`config.mk`:
```
export PLATFORM = sky130hd
export DESIGN_NAME = acc_core
export DESIGN_NICKNAME = d
export VERILOG_FILES = /design/src/rtl/acc_core_pkg.sv /design/src/rtl/acc_alu.sv /design/src/rtl/acc_ctrl.sv /design/src/rtl/acc_core.sv
export SDC_FILE = /design/constraint.sdc
export NUM_CORES = 1
export LEC_CHECK = 0
export BUFFER_PORTS_ARGS = -buffer_cell sky130_fd_sc_hd__buf_2
export CORE_UTILIZATION = 55
export CTS_BUF_LIST = sky130_fd_sc_hd__clkbuf_16
export DETAILED_ROUTE_END_ITERATION = 6
export PLACE_DENSITY = 0.78
export SLEW_MARGIN = 20
export SYNTH_ARGS = -nofsm -noshare
export SYNTH_HDL_FRONTEND = slang
export SYNTH_SLANG_ARGS = --single-unit
```
`constraint.sdc`:
```
create_clock -name clk -period 5.85 [get_ports clk]
set_clock_uncertainty 0.2 [all_clocks]
set_input_delay 0.8775 -clock clk [delete_from_list [all_inputs] [get_ports clk]]
set_output_delay 0.8775 -clock clk [all_outputs]
set_load 0.01 [all_outputs]
```
`src/rtl/acc_core_pkg.sv`:
```
package acc_core_pkg;

    localparam int OPC_W = 4;

    localparam logic [OPC_W-1:0] OP_NOP   = 4'b0000;
    localparam logic [OPC_W-1:0] OP_LOAD  = 4'b0001;
    localparam logic [OPC_W-1:0] OP_ADDI  = 4'b0010;
    localparam logic [OPC_W-1:0] OP_STORE = 4'b0011;
    localparam logic [OPC_W-1:0] OP_BZ    = 4'b0100;

    typedef enum logic [2:0] {
        ST_FMAR,   // address register <- program counter
        ST_FRD,    // read strobe at fetch address
        ST_FMDR,   // capture read word
        ST_FCIR,   // instruction register <- data register, pc + 1
        ST_DEC,    // decode, set up data address
        ST_EXE,    // execute
        ST_LDW     // load write-back
    } state_e;

    typedef struct packed {
        logic v;
        logic n;
        logic c;
        logic z;
    } flags_t;

    typedef struct packed {
        logic rd_mem;
        logic wr_mem;
        logic mar_pc;
        logic mdr_cap;
        logic cir_cap;
        logic mar_opnd;
        logic alu_wr;
        logic br;
        logic ld_wb;
    } ctrl_t;

endpackage

```
`src/rtl/acc_alu.sv`:
```
module acc_alu
    import acc_core_pkg::*;
#(
    parameter int DATA_W = 8
) (
    input  logic [DATA_W-1:0] a,
    input  logic [DATA_W-1:0] b,
    output logic [DATA_W-1:0] sum,
    output flags_t            flags
);

    localparam int MSB = DATA_W - 1;

    logic [DATA_W:0] wide;

    always_comb begin
        wide    = {1'b0, a} + {1'b0, b};
        sum     = wide[MSB:0];
        flags.z = (wide[MSB:0] == '0);
        flags.c = wide[DATA_W];
        flags.n = wide[MSB];
        flags.v = (a[MSB] == b[MSB]) && (wide[MSB] != a[MSB]);
    end

endmodule

```
`src/rtl/acc_ctrl.sv`:
```
module acc_ctrl
    import acc_core_pkg::*;
(
    input  logic             clk,
    input  logic             rst,
    input  logic [OPC_W-1:0] opcode,
    output ctrl_t            ctl
);

    state_e state_d, state_q;

    always_comb begin
        ctl     = '0;
        state_d = state_q;
        case (state_q)
            ST_FMAR: begin
                ctl.mar_pc = 1'b1;
                state_d    = ST_FRD;
            end
            ST_FRD: begin
                ctl.rd_mem = 1'b1;
                state_d    = ST_FMDR;
            end
            ST_FMDR: begin
                ctl.mdr_cap = 1'b1;
                state_d     = ST_FCIR;
            end
            ST_FCIR: begin
                ctl.cir_cap = 1'b1;
                state_d     = ST_DEC;
            end
            ST_DEC: begin
                ctl.mar_opnd = (opcode == OP_LOAD) || (opcode == OP_STORE);
                state_d      = ST_EXE;
            end
            ST_EXE: begin
                state_d = ST_FMAR;
                case (opcode)
                    OP_LOAD: begin
                        ctl.rd_mem = 1'b1;
                        state_d    = ST_LDW;
                    end
                    OP_ADDI:  ctl.alu_wr = 1'b1;
                    OP_STORE: ctl.wr_mem = 1'b1;
                    OP_BZ:    ctl.br     = 1'b1;
                    default:  ;
                endcase
            end
            ST_LDW: begin
                ctl.ld_wb = 1'b1;
                state_d   = ST_FMAR;
            end
            default: state_d = ST_FMAR;
        endcase
    end

    always_ff @(posedge clk) begin
        if (rst) state_q <= ST_FMAR;
        else     state_q <= state_d;
    end

endmodule

```
`src/rtl/acc_core.sv`:
```
module acc_core
    import acc_core_pkg::*;
#(
    parameter int ADDR_W = 8,
    parameter int DATA_W = 8
) (
    input  logic                    clk,
    input  logic                    rst,
    output logic [ADDR_W-1:0]       mem_addr,
    output logic                    mem_rd,
    output logic                    mem_wr,
    output logic [OPC_W+ADDR_W-1:0] mem_wdata,
    input  logic [OPC_W+ADDR_W-1:0] mem_rdata,
    output logic [DATA_W-1:0]       acc_o,
    output logic [3:0]              flags_o
);

    localparam int WORD_W = OPC_W + ADDR_W;

    typedef struct packed {
        logic [ADDR_W-1:0] pc;
        logic [ADDR_W-1:0] mar;
        logic [WORD_W-1:0] mdr;
        logic [WORD_W-1:0] cir;
        logic [DATA_W-1:0] acc;
        flags_t            flags;
    } regs_t;

    regs_t             r_d, r_q;
    ctrl_t             ctl;
    logic [OPC_W-1:0]  opcode;
    logic [ADDR_W-1:0] operand;
    logic [DATA_W-1:0] sum;
    flags_t            alu_flags;

    assign opcode  = r_q.cir[WORD_W-1 -: OPC_W];
    assign operand = r_q.cir[ADDR_W-1:0];

    acc_ctrl u_ctrl (
        .clk    (clk),
        .rst    (rst),
        .opcode (opcode),
        .ctl    (ctl)
    );

    acc_alu #(.DATA_W(DATA_W)) u_alu (
        .a     (r_q.acc),
        .b     (DATA_W'(operand)),
        .sum   (sum),
        .flags (alu_flags)
    );

    always_comb begin
        r_d = r_q;
        if (ctl.mar_pc)   r_d.mar = r_q.pc;
        if (ctl.mdr_cap)  r_d.mdr = mem_rdata;
        if (ctl.cir_cap) begin
            r_d.cir = r_q.mdr;
            r_d.pc  = r_q.pc + ADDR_W'(1);
        end
        if (ctl.mar_opnd) r_d.mar = operand;
        if (ctl.alu_wr) begin
            r_d.acc   = sum;
            r_d.flags = alu_flags;
        end
        if (ctl.br && r_q.flags.z) r_d.pc = operand;
        if (ctl.ld_wb) begin
            r_d.mdr = mem_rdata;
            r_d.acc = mem_rdata[DATA_W-1:0];
        end
    end

    always_ff @(posedge clk) begin
        if (rst) r_q <= '0;
        else     r_q <= r_d;
    end

    assign mem_addr  = r_q.mar;
    assign mem_rd    = ctl.rd_mem;
    assign mem_wr    = ctl.wr_mem;
    assign mem_wdata = WORD_W'(r_q.acc);
    assign acc_o     = r_q.acc;
    assign flags_o   = r_q.flags;

endmodule

```
==> results of run 1 <==
[worst max-delay path by stage]
stage	cells past startpoint	to	startpoint	slack, ns
floorplan	7	flags_o[1]	acc_o[0]	3.74
global placement	5	r_q[44]	u_ctrl.state_q[0]	3.45
detailed placement	5	r_q[44]	u_ctrl.state_q[0]	3.38
CTS	5	mem_rd	opcode[3]	3.28
global route	5	r_q[44]	u_ctrl.state_q[0]	3.14
finish	5	mem_rd	opcode[3]	3.27
[metrics by stage]
stage | instances | util | hold slack [ns] | setup slack [ns]
2_1_floorplan | 352 | - | 0.232 | 3.74
3_3_place_gp | 413 | 0.584 | 0.237 | 3.45
3_5_place_dp | 413 | 0.584 | 0.241 | 3.38
4_1_cts | 421 | 0.619 | 0.251 | 3.28
5_1_grt | 421 | 0.619 | 0.269 | 3.14
6_report | 421 | 0.619 | 0.253 | 3.27
[critical path: cells and delay by family, from the launching register on]
| kind | cells | cell delay (ns) |
|---|---|---|
| compound gates | 1 | 0.17 |
| buf+inv | 1 | 0.14 |
| flops | 1 | 0.34 |
| simple gates | 3 | 0.56 |
[routing by layer]
metal	up-vias	GRT usage	part of all wire
li1	1190	-	-
met1	1063	0.344	0.47
met4	0	0.0641	0.022
met3	12	0.0412	0.070
met5	-	0	0
met2	87	0.334	0.44
[area by class of cell]
class | instances | area, sq um | share of cell area
Multi-Input combinational cell | 246 | 1410 | 0.472
Clock inverter | 3 | 42.5 | 0.0143
Sequential cell | 55 | 1100 | 0.369
Clock buffer | 5 | 125 | 0.0420
Inverter | 2 | 7.51 | 0.00252
Tap cell | 67 | 83.8 | 0.0281
Timing Repair Buffer | 43 | 215 | 0.0722
[kinds of logic (layout without fill, tap and decap cells)]
family | count (synthesis) | after routing
DFF | 55 | 55
xor gates and xnor gates | 5 | 5
other | 1 | 4
and+or+nand+nor | 125 | 125
buffers and inverters | 51 | 53
muxes | 9 | 9
adders and majority gates | 10 | 10
AOI/OAI and AO/OA | 93 | 93
[cells in the final DEF, fill, tap and decap left out, drive strengths merged, types with 2 or more instances in the layout]
cell type,netlist,routed
nand2,65,65
a211oi,11,11
dfxtp,55,55
a21o,3,3
nand4,5,5
a31oi,3,3
clkbuf,8,5
a22oi,11,11
xor2,3,3
nor2,27,27
o21a,2,2
mux2i,9,9
conb,1,4
and3,4,4
nand3b,2,2
nor4,2,2
o21ai,10,10
ha,9,9
a21oi,49,49
buf,41,43
inv,2,4
nand3,9,9
nor3,2,2
xnor2,2,2
or3,2,2
[registers in the layout, indices dropped and copies added, names as in the netlist]
name            count
acc_o               8
flags_o             4
mem_addr            8
opcode              4
operand             8
r_q                20
u_ctrl.state_q      3
[power groups by stage]
stage | sequential [mW] | combinational, mW | clock [mW]
after detailed placement | 0.403 | 0.0558 | 0
after global routing | 0.396 | 0.0626 | 0.358
after floorplan | 0.400 | 0.0517 | 0
after global placement | 0.403 | 0.0552 | 0
after CTS | 0.394 | 0.0560 | 0.342
final | 0.395 | 0.0556 | 0.339
==> flow_summary.toml, run 1 <==
[run_status]
status = "complete, no violations"

[place]
port_buffers = 43
place_congestion = 0.869
dp_hpwl_mm = 4.24
dpl_cell_area_sq_mm = 0.00281

[floorplanning]
rows = 25
dieArea_sq_mm = 0.00542
core-area_sq_mm = 0.00482
start_util = 0.586
dieHeight_um = 73.6
io_pins = 48
die_w_um = 73.6

[worst_setup_path]
critPathMaxStageDelay_ns = 0.34
cp-end-kind = "primary output"
cp.required_ns = 4.77
r2r_cells = 5
path_cells = "nor2_1 -> nand2_1 -> o21ai_0 -> and3_1 -> buf_2"
reg2reg_slack_ns = 3.32
r2r_end = "r_q[44]"
slowest_stage = "dfxtp_1"
r2r-start = "u_ctrl.state_q[0]"
crit_arrival_ns = 1.50
worst-setup-path-type = "reg -> out"
crit_fanout = 5
startpoint_type = "flip-flop"

[cts]
cts_sinks = 55
cts_buffer_depth = 2
cts-root-buf = "clkbuf_16"
clkTransAtPathRegs_ns = 0.07
post_cts_buffers = 0
clk_latency_ns = 0.29
ctsHoldBuffers = 0
htreeDepth = 2
cts-buffers-inserted = 5
cts_tree = "yes"
cts-resized-gates = 0

[global_route]
grt_pass1_wl_mm = 9.50
grt_pass1_vias = 1950
antenna_found_initial = 0
grt-ovfl-total = 0
grt_max_degree = 56
grt_use_total = 0.230

[layout]
num-fill-cells = 447
antenna_cells = 0
final_layout_size_suffix_gt1_frac = 0.155
nets = 377
area_growth_pct = 5.68
final_cell_area_sq_mm = 0.00298

[timing]
max_slew.worst_pin.slew_ns = 0.993
setup_viol = 0
rsz0062_at_grt = "no"
period_share = 0.440
fmax_mhz = 388
layout_min_cycle_time_ns = 2.58
slew_viol_final = 0
hold_violations = 0
fin_tns_setup_ns = 0
relSlewSlack = 0.338

[synthesis]
synth-compound-area-share = 0.199
yosys.area_share.simple = 0.200
netlist_top_cells_count = "nand2_1 (65), dfxtp_1 (55), a21oi_1 (49)"
synthXorXnorAreaFrac = 0.0155
synth_edf_count = 0
synth-seq-cells = 55
syn_area_per_cell_sq_um = 8.08
synth_top_family_by_area = "simple AND/OR/NAND/NOR gates"
yosysMostFrequentCell = "nand2_1"
netlist_area_sq_mm = 0.00282
yosys.area.top_type = "dfxtp_1"
seq_area_frac_synth = 0.390
synthesis.instances = 349
synth.area.top_cells = "dfxtp_1 (39%), buf_4 (9.0%), a21oi_1 (8.7%)"
synth-adder-area-share = 0.0470
async_reset_ff_frac = 0
synth_top_cell_area_share = 0.390
synth_mux_area_frac = 0.0319
yosysWarnings = 0
yosysUniqueCellTypes = 43
ys.flop_type = "dfxtp_1"

[pwr]
sw_frac_of_total = 0.229
power.leakage_nw = 1.29
p_clk_frac = 0.429
vdd_drop_max_uv = 187
p_per_area_mw_per_mm2 = 265
p_int_mw = 0.608
p_switching_mw = 0.181
power_frac_comb = 0.071
seq_power_share = 0.500
p_total_mw = 0.789

[route]
drc = 0
vias_per_cell = 5.59
avgRoutedWirePerCell_um = 14.4
drt_first_iter_violations = 238
drt-pass1-iter-count = 4
vias = 2352
antenna_left = 0
wirelength_mm = 6.05

[min_path]
holdCritStartpoint = "flags_o[3]"
min_to = "flags_o[3]"
hp-class = "reg -> reg"
hold_path_depth = 2

[run]
drv_cap = 0
No activity file was read; power rests on OpenSTA's default activity.
==> inputs of run 2 (changes only) <==
==> constraint.sdc (replaced) <==
create_clock -name clk -period 2.7 [get_ports clk]
set_clock_uncertainty 0.2 [all_clocks]
set_input_delay 0.405 -clock clk [delete_from_list [all_inputs] [get_ports clk]]
set_output_delay 0.405 -clock clk [all_outputs]
set_load 0.01 [all_outputs]
==> run 2 against run 1 <==
  * Via count up 3.4%
  * Combinational power up 130%
  * First-iteration DRC count up 2.9%
  * Critical path type is now reg -> reg
  * Critical endpoint is now flags_o[1]
  * Largest power group unchanged
==> flow_summary.toml, run 2 (synthesis results as in run 1) <==
[run_status]
status = "complete, no violations"

[layout]
final_cell_mix = "nand2_1 (65), dfxtp_1 (55), a21oi_1 (49)"
final_cell_area_sq_mm = 0.00303
final_common_cell = "nand2_1"
fin_util = 0.628
antenna_cells = 0
nets = 383
area_growth_pct = 7.27
final_layout_size_suffix_gt1_frac = 0.169
top_register = "r_q"
stdcell_count = 427
largest_register_ff_count = 20

[worst_setup_path]
worst-setup-path-type = "reg -> reg"
slowest_stage = "fa_1"
path_cells = "ha_1 -> fa_1 -> a211oi_1 -> o21ai_0 -> a21o_1 -> a211oi_1 -> nor3_1"
crit_fanout = 4
startpoint_type = "flip-flop"
crit_buf_inv = 0
crit_arrival_ns = 2.28
critPathMaxStageDelay_ns = 0.44
cp_top_family = "compound AO/OA/AOI/OAI gates"
cp.required_ns = 2.66
cp-end-kind = "flip-flop"
crit_path_frequent_cell = "a211oi_1"

[timing]
fmax_mhz = 432
max_slew.worst_pin.slew_ns = 0.699
relSlewSlack = 0.532
fin_tns_setup_ns = 0
rsz0062_at_grt = "no"
slew_viol_final = 0
setup_viol = 0
period_share = 0.858
hold_violations = 0
layout_min_cycle_time_ns = 2.32
worst_slack_ns = 0.384

[place]
port_buffers = 43
place_inst = 419
place_congestion = 0.912
pre_cts_ws_ns = 0.435
dp_hpwl_mm = 4.37
dpl_cell_area_sq_mm = 0.00286

[route]
antenna_left = 0
drt_first_iter_violations = 245
drt-pass1-iter-count = 5
drc = 0
vias = 2431
vias_per_cell = 5.69
avgRoutedWirePerCell_um = 14.6
wirelength_mm = 6.23

[floorplanning]
io_pins = 48
die_w_um = 73.6
dieHeight_um = 73.6
core-area_sq_mm = 0.00482
dieArea_sq_mm = 0.00542
start_util = 0.586
rows = 25

[pwr]
p_int_mw = 1.32
vdd_drop_max_uv = 305
p_switching_mw = 0.397
power_frac_comb = 0.073
p_clk_frac = 0.429
sw_frac_of_total = 0.231
p_per_area_mw_per_mm2 = 568
power.leakage_nw = 1.31
seq_power_share = 0.498

[cts]
cts-resized-gates = 0
cts-root-buf = "clkbuf_16"
post_cts_buffers = 0
cts_buffer_depth = 2
clk_latency_ns = 0.29
htreeDepth = 2
cts_sinks = 55
cts-buffers-inserted = 5
ctsHoldBuffers = 0
cts_tree = "yes"
clkTransAtPathRegs_ns = 0.07

[global_route]
grt_pass1_vias = 2071
grt_max_degree = 32
grt_use_total = 0.241
grt-ovfl-total = 0
antenna_found_initial = 0
grt_pass1_wl_mm = 9.80

[run]
drv_cap = 0

[min_path]
hp-class = "in -> reg"
[run 2: final timing paths]
path	start	end	slack, ns	depth (start not counted)
setup / recovery	acc_o[0]	flags_o[1]	0.38	7
hold / removal	mem_rdata[11]	r_q[35]	0.14	3
setup reg to reg	acc_o[0]	flags_o[1]	0.38	7
hold reg to reg	r_q[29]	operand[5]	0.26	2
[run 2: routing by layer]
| metal | GRT usage | part of all wire |
|---|---|---|
| met1 | 0.331 | 0.46 |
| met4 | 0.0769 | 0.013 |
| met2 | 0.379 | 0.47 |
| met3 | 0.0480 | 0.065 |
| met5 | 0 | 0 |
[run 2: per-stage QoR]
| stage | total power [mW] | hold WS (ns) |
|---|---|---|
| 6_report | 1.72 | 0.145 |
| 5_1_grt | 1.78 | 0.157 |
| 4_1_cts | 1.73 | 0.137 |
| 3_5_place_dp | 1.00 | 0.246 |
| 3_3_place_gp | 0.998 | 0.237 |
| 2_1_floorplan | 0.978 | 0.232 |
[run 2: tightest hold or removal path: cells and delay by family]
family	cells	cell delay [ns]
AO/OA/AOI/OAI	1	0.05
buffers and inverters	1	0.10
AND/OR/NAND/NOR	1	0.05
[run 2: layout make-up]
cell class | instances | area, sq um
Multi-Input combinational cell | 246 | 1410
Sequential cell | 55 | 1100
Timing Repair Buffer | 49 | 260
Clock buffer | 5 | 125
Clock inverter | 3 | 42.5
Tap cell | 67 | 83.8
Inverter | 2 | 7.51
Fill cell | 468 | 1790
[run 2: power groups by stage]
stage	combinational (mW)	clock [mW]	sequential, mW
CTS	0.127	0.748	0.855
floorplan	0.112	0	0.866
global placement	0.125	0	0.873
global route	0.141	0.781	0.860
detailed placement	0.126	0	0.874
finish	0.126	0.737	0.855
==> inputs of run 3 (changes only) <==
==> constraint.sdc (replaced) <==
create_clock -name clk -period 2.7 [get_ports clk]
set_clock_uncertainty 0.2 [all_clocks]
set_input_delay 0.405 -clock clk [delete_from_list [all_inputs] [get_ports clk]]
set_output_delay 0.405 -clock clk [all_outputs]
set_load 0.1 [all_outputs]
==> run 3 against run 2 <==
  * Die area stayed put
  * Core utilization stayed put
  * Cell count is 0.23% lower
  * Sequential power hardly changed
  * Maximum frequency is 2.5% lower
  * Clock power is 2.8% lower
  * Combinational power is 92% higher
  * Worst hold slack better by 0.0030 ns
  * Largest power group unchanged
==> flow_summary.toml, run 3 (synthesis results as in run 1) <==
[worst_setup_path]
crit_arrival_ns = 2.33
r2r-start = "acc_o[0]"
worst-setup-path-type = "reg -> reg"
startpoint_type = "flip-flop"
cp.required_ns = 2.66
path_cells = "ha_1 -> fa_1 -> a211oi_1 -> o21ai_0 -> a21o_1 -> a211oi_1 -> nor3_1"
crit_path_frequent_cell = "a211oi_1"
crit_path_start = "acc_o[0]"
cp-end-kind = "flip-flop"
crit_fanout = 4
critPathMaxStageDelay_ns = 0.44
slowest_stage = "fa_1"

[place]
place_congestion = 0.900
dp_hpwl_mm = 4.30
port_buffers = 43
pre_cts_ws_ns = 0.371

[floorplanning]
dieArea_sq_mm = 0.00542
start_util = 0.586
rows = 25
core-area_sq_mm = 0.00482
die_w_um = 73.6
dieHeight_um = 73.6
io_pins = 48

[cts]
cts_buffer_depth = 2
cts_sinks = 55
clk_latency_ns = 0.29
cts-resized-gates = 0
cts-buffers-inserted = 5
cts_tree = "yes"
post_cts_buffers = 0
cts-root-buf = "clkbuf_16"
clkTransAtPathRegs_ns = 0.07
ctsHoldBuffers = 0
htreeDepth = 2

[pwr]
sw_frac_of_total = 0.274
p_clk_frac = 0.395
p_per_area_mw_per_mm2 = 599
seq_power_share = 0.472
p_switching_mw = 0.498
vdd_drop_max_uv = 435
p_int_mw = 1.32
power_frac_comb = 0.133
power.leakage_nw = 1.31

[global_route]
grt_pass1_wl_mm = 10.0
grt_use_total = 0.241
grt_pass1_vias = 2128
antenna_found_initial = 0
grt_max_degree = 32
grt-ovfl-total = 0

[timing]
hold_violations = 0
max_slew.worst_pin.slew_ns = 0.750
relSlewSlack = 0.498
period_share = 0.879
worst_slack_ns = 0.326
setup_viol = 0
layout_min_cycle_time_ns = 2.37
fin_tns_setup_ns = 0
fmax_mhz = 421
slew_viol_final = 0
rsz0062_at_grt = "no"

[layout]
final_cell_mix = "nand2_1 (65), dfxtp_1 (55), a21oi_1 (49)"
final_common_cell = "nand2_1"
area_growth_pct = 7.27
nets = 383
antenna_cells = 0
final_layout_size_suffix_gt1_frac = 0.173
top_register = "r_q"
largest_register_ff_count = 20

[run_status]
status = "complete, no violations"

[route]
vias_per_cell = 5.59
antenna_left = 0
wirelength_mm = 6.03
drt_first_iter_violations = 107
avgRoutedWirePerCell_um = 14.1
drc = 0
vias = 2382
drt-pass1-iter-count = 4

[min_path]
holdCritStartpoint = "mem_rdata[8]"
hp-class = "in -> reg"

[run]
drv_cap = 0
-- run 3: cell types whose count changed in the layout (fill, tap and decap cells not counted), sizes merged --
cell / before / now
clkinv: 1 / 0
clkinvlp: 0 / 1
inv: 3 / 2
-- run 3: worst max-delay path, delay by kind of cell (launching register included) --
family          cells  cell delay [ns]
compound gates      4             0.93
simple gates        1             0.08
fa+ha+maj           2             0.69
flops               1             0.34
-- run 3: worst paths after layout --
path	slack, ns	cells after the start	endpoint
max	0.33	7	flags_o[1]
min reg2reg	0.26	2	opcode[1]
min	0.15	3	r_q[32]
max reg2reg	0.33	7	flags_o[1]
-- run 3: per-layer routing --
metal  track usage  wire, um  up-vias
met5             0         0        -
met4        0.0662       100        0
met3        0.0398       342       10
met2         0.375      2660       71
met1         0.346      2930     1097
li1              -         -     1204
-- run 3: per-stage QoR --
step | std cells | cell area, sq um | util | hold slack [ns] | power [mW]
2_1_floorplan | 352 | 2840 | - | 0.232 | 1.09
3_3_place_gp | 419 | 2860 | 0.595 | 0.237 | 1.11
3_5_place_dp | 419 | 2860 | 0.595 | 0.243 | 1.12
4_1_cts | 426 | 3030 | 0.628 | 0.150 | 1.82
5_1_grt | 426 | 3030 | 0.628 | 0.152 | 1.87
6_report | 426 | 3030 | 0.628 | 0.148 | 1.81
-- run 3: layout make-up --
class / instances / area (sq um)
fillers: 454 / 1790
multi-input cells: 246 / 1410
flip-flops and latches: 55 / 1100
repair buffers: 49 / 260
clock buffers: 5 / 125
well taps: 67 / 83.8
clock inverters: 2 / 37.5
inverters: 2 / 7.51
-- run 3: power groups by stage --
stage	clock (mW)	sequential [mW]	combinational, mW
floorplan	0	0.866	0.229
global placement	0	0.873	0.241
detailed placement	0	0.875	0.242
CTS	0.726	0.856	0.243
global route	0.752	0.859	0.260
finish	0.716	0.856	0.242
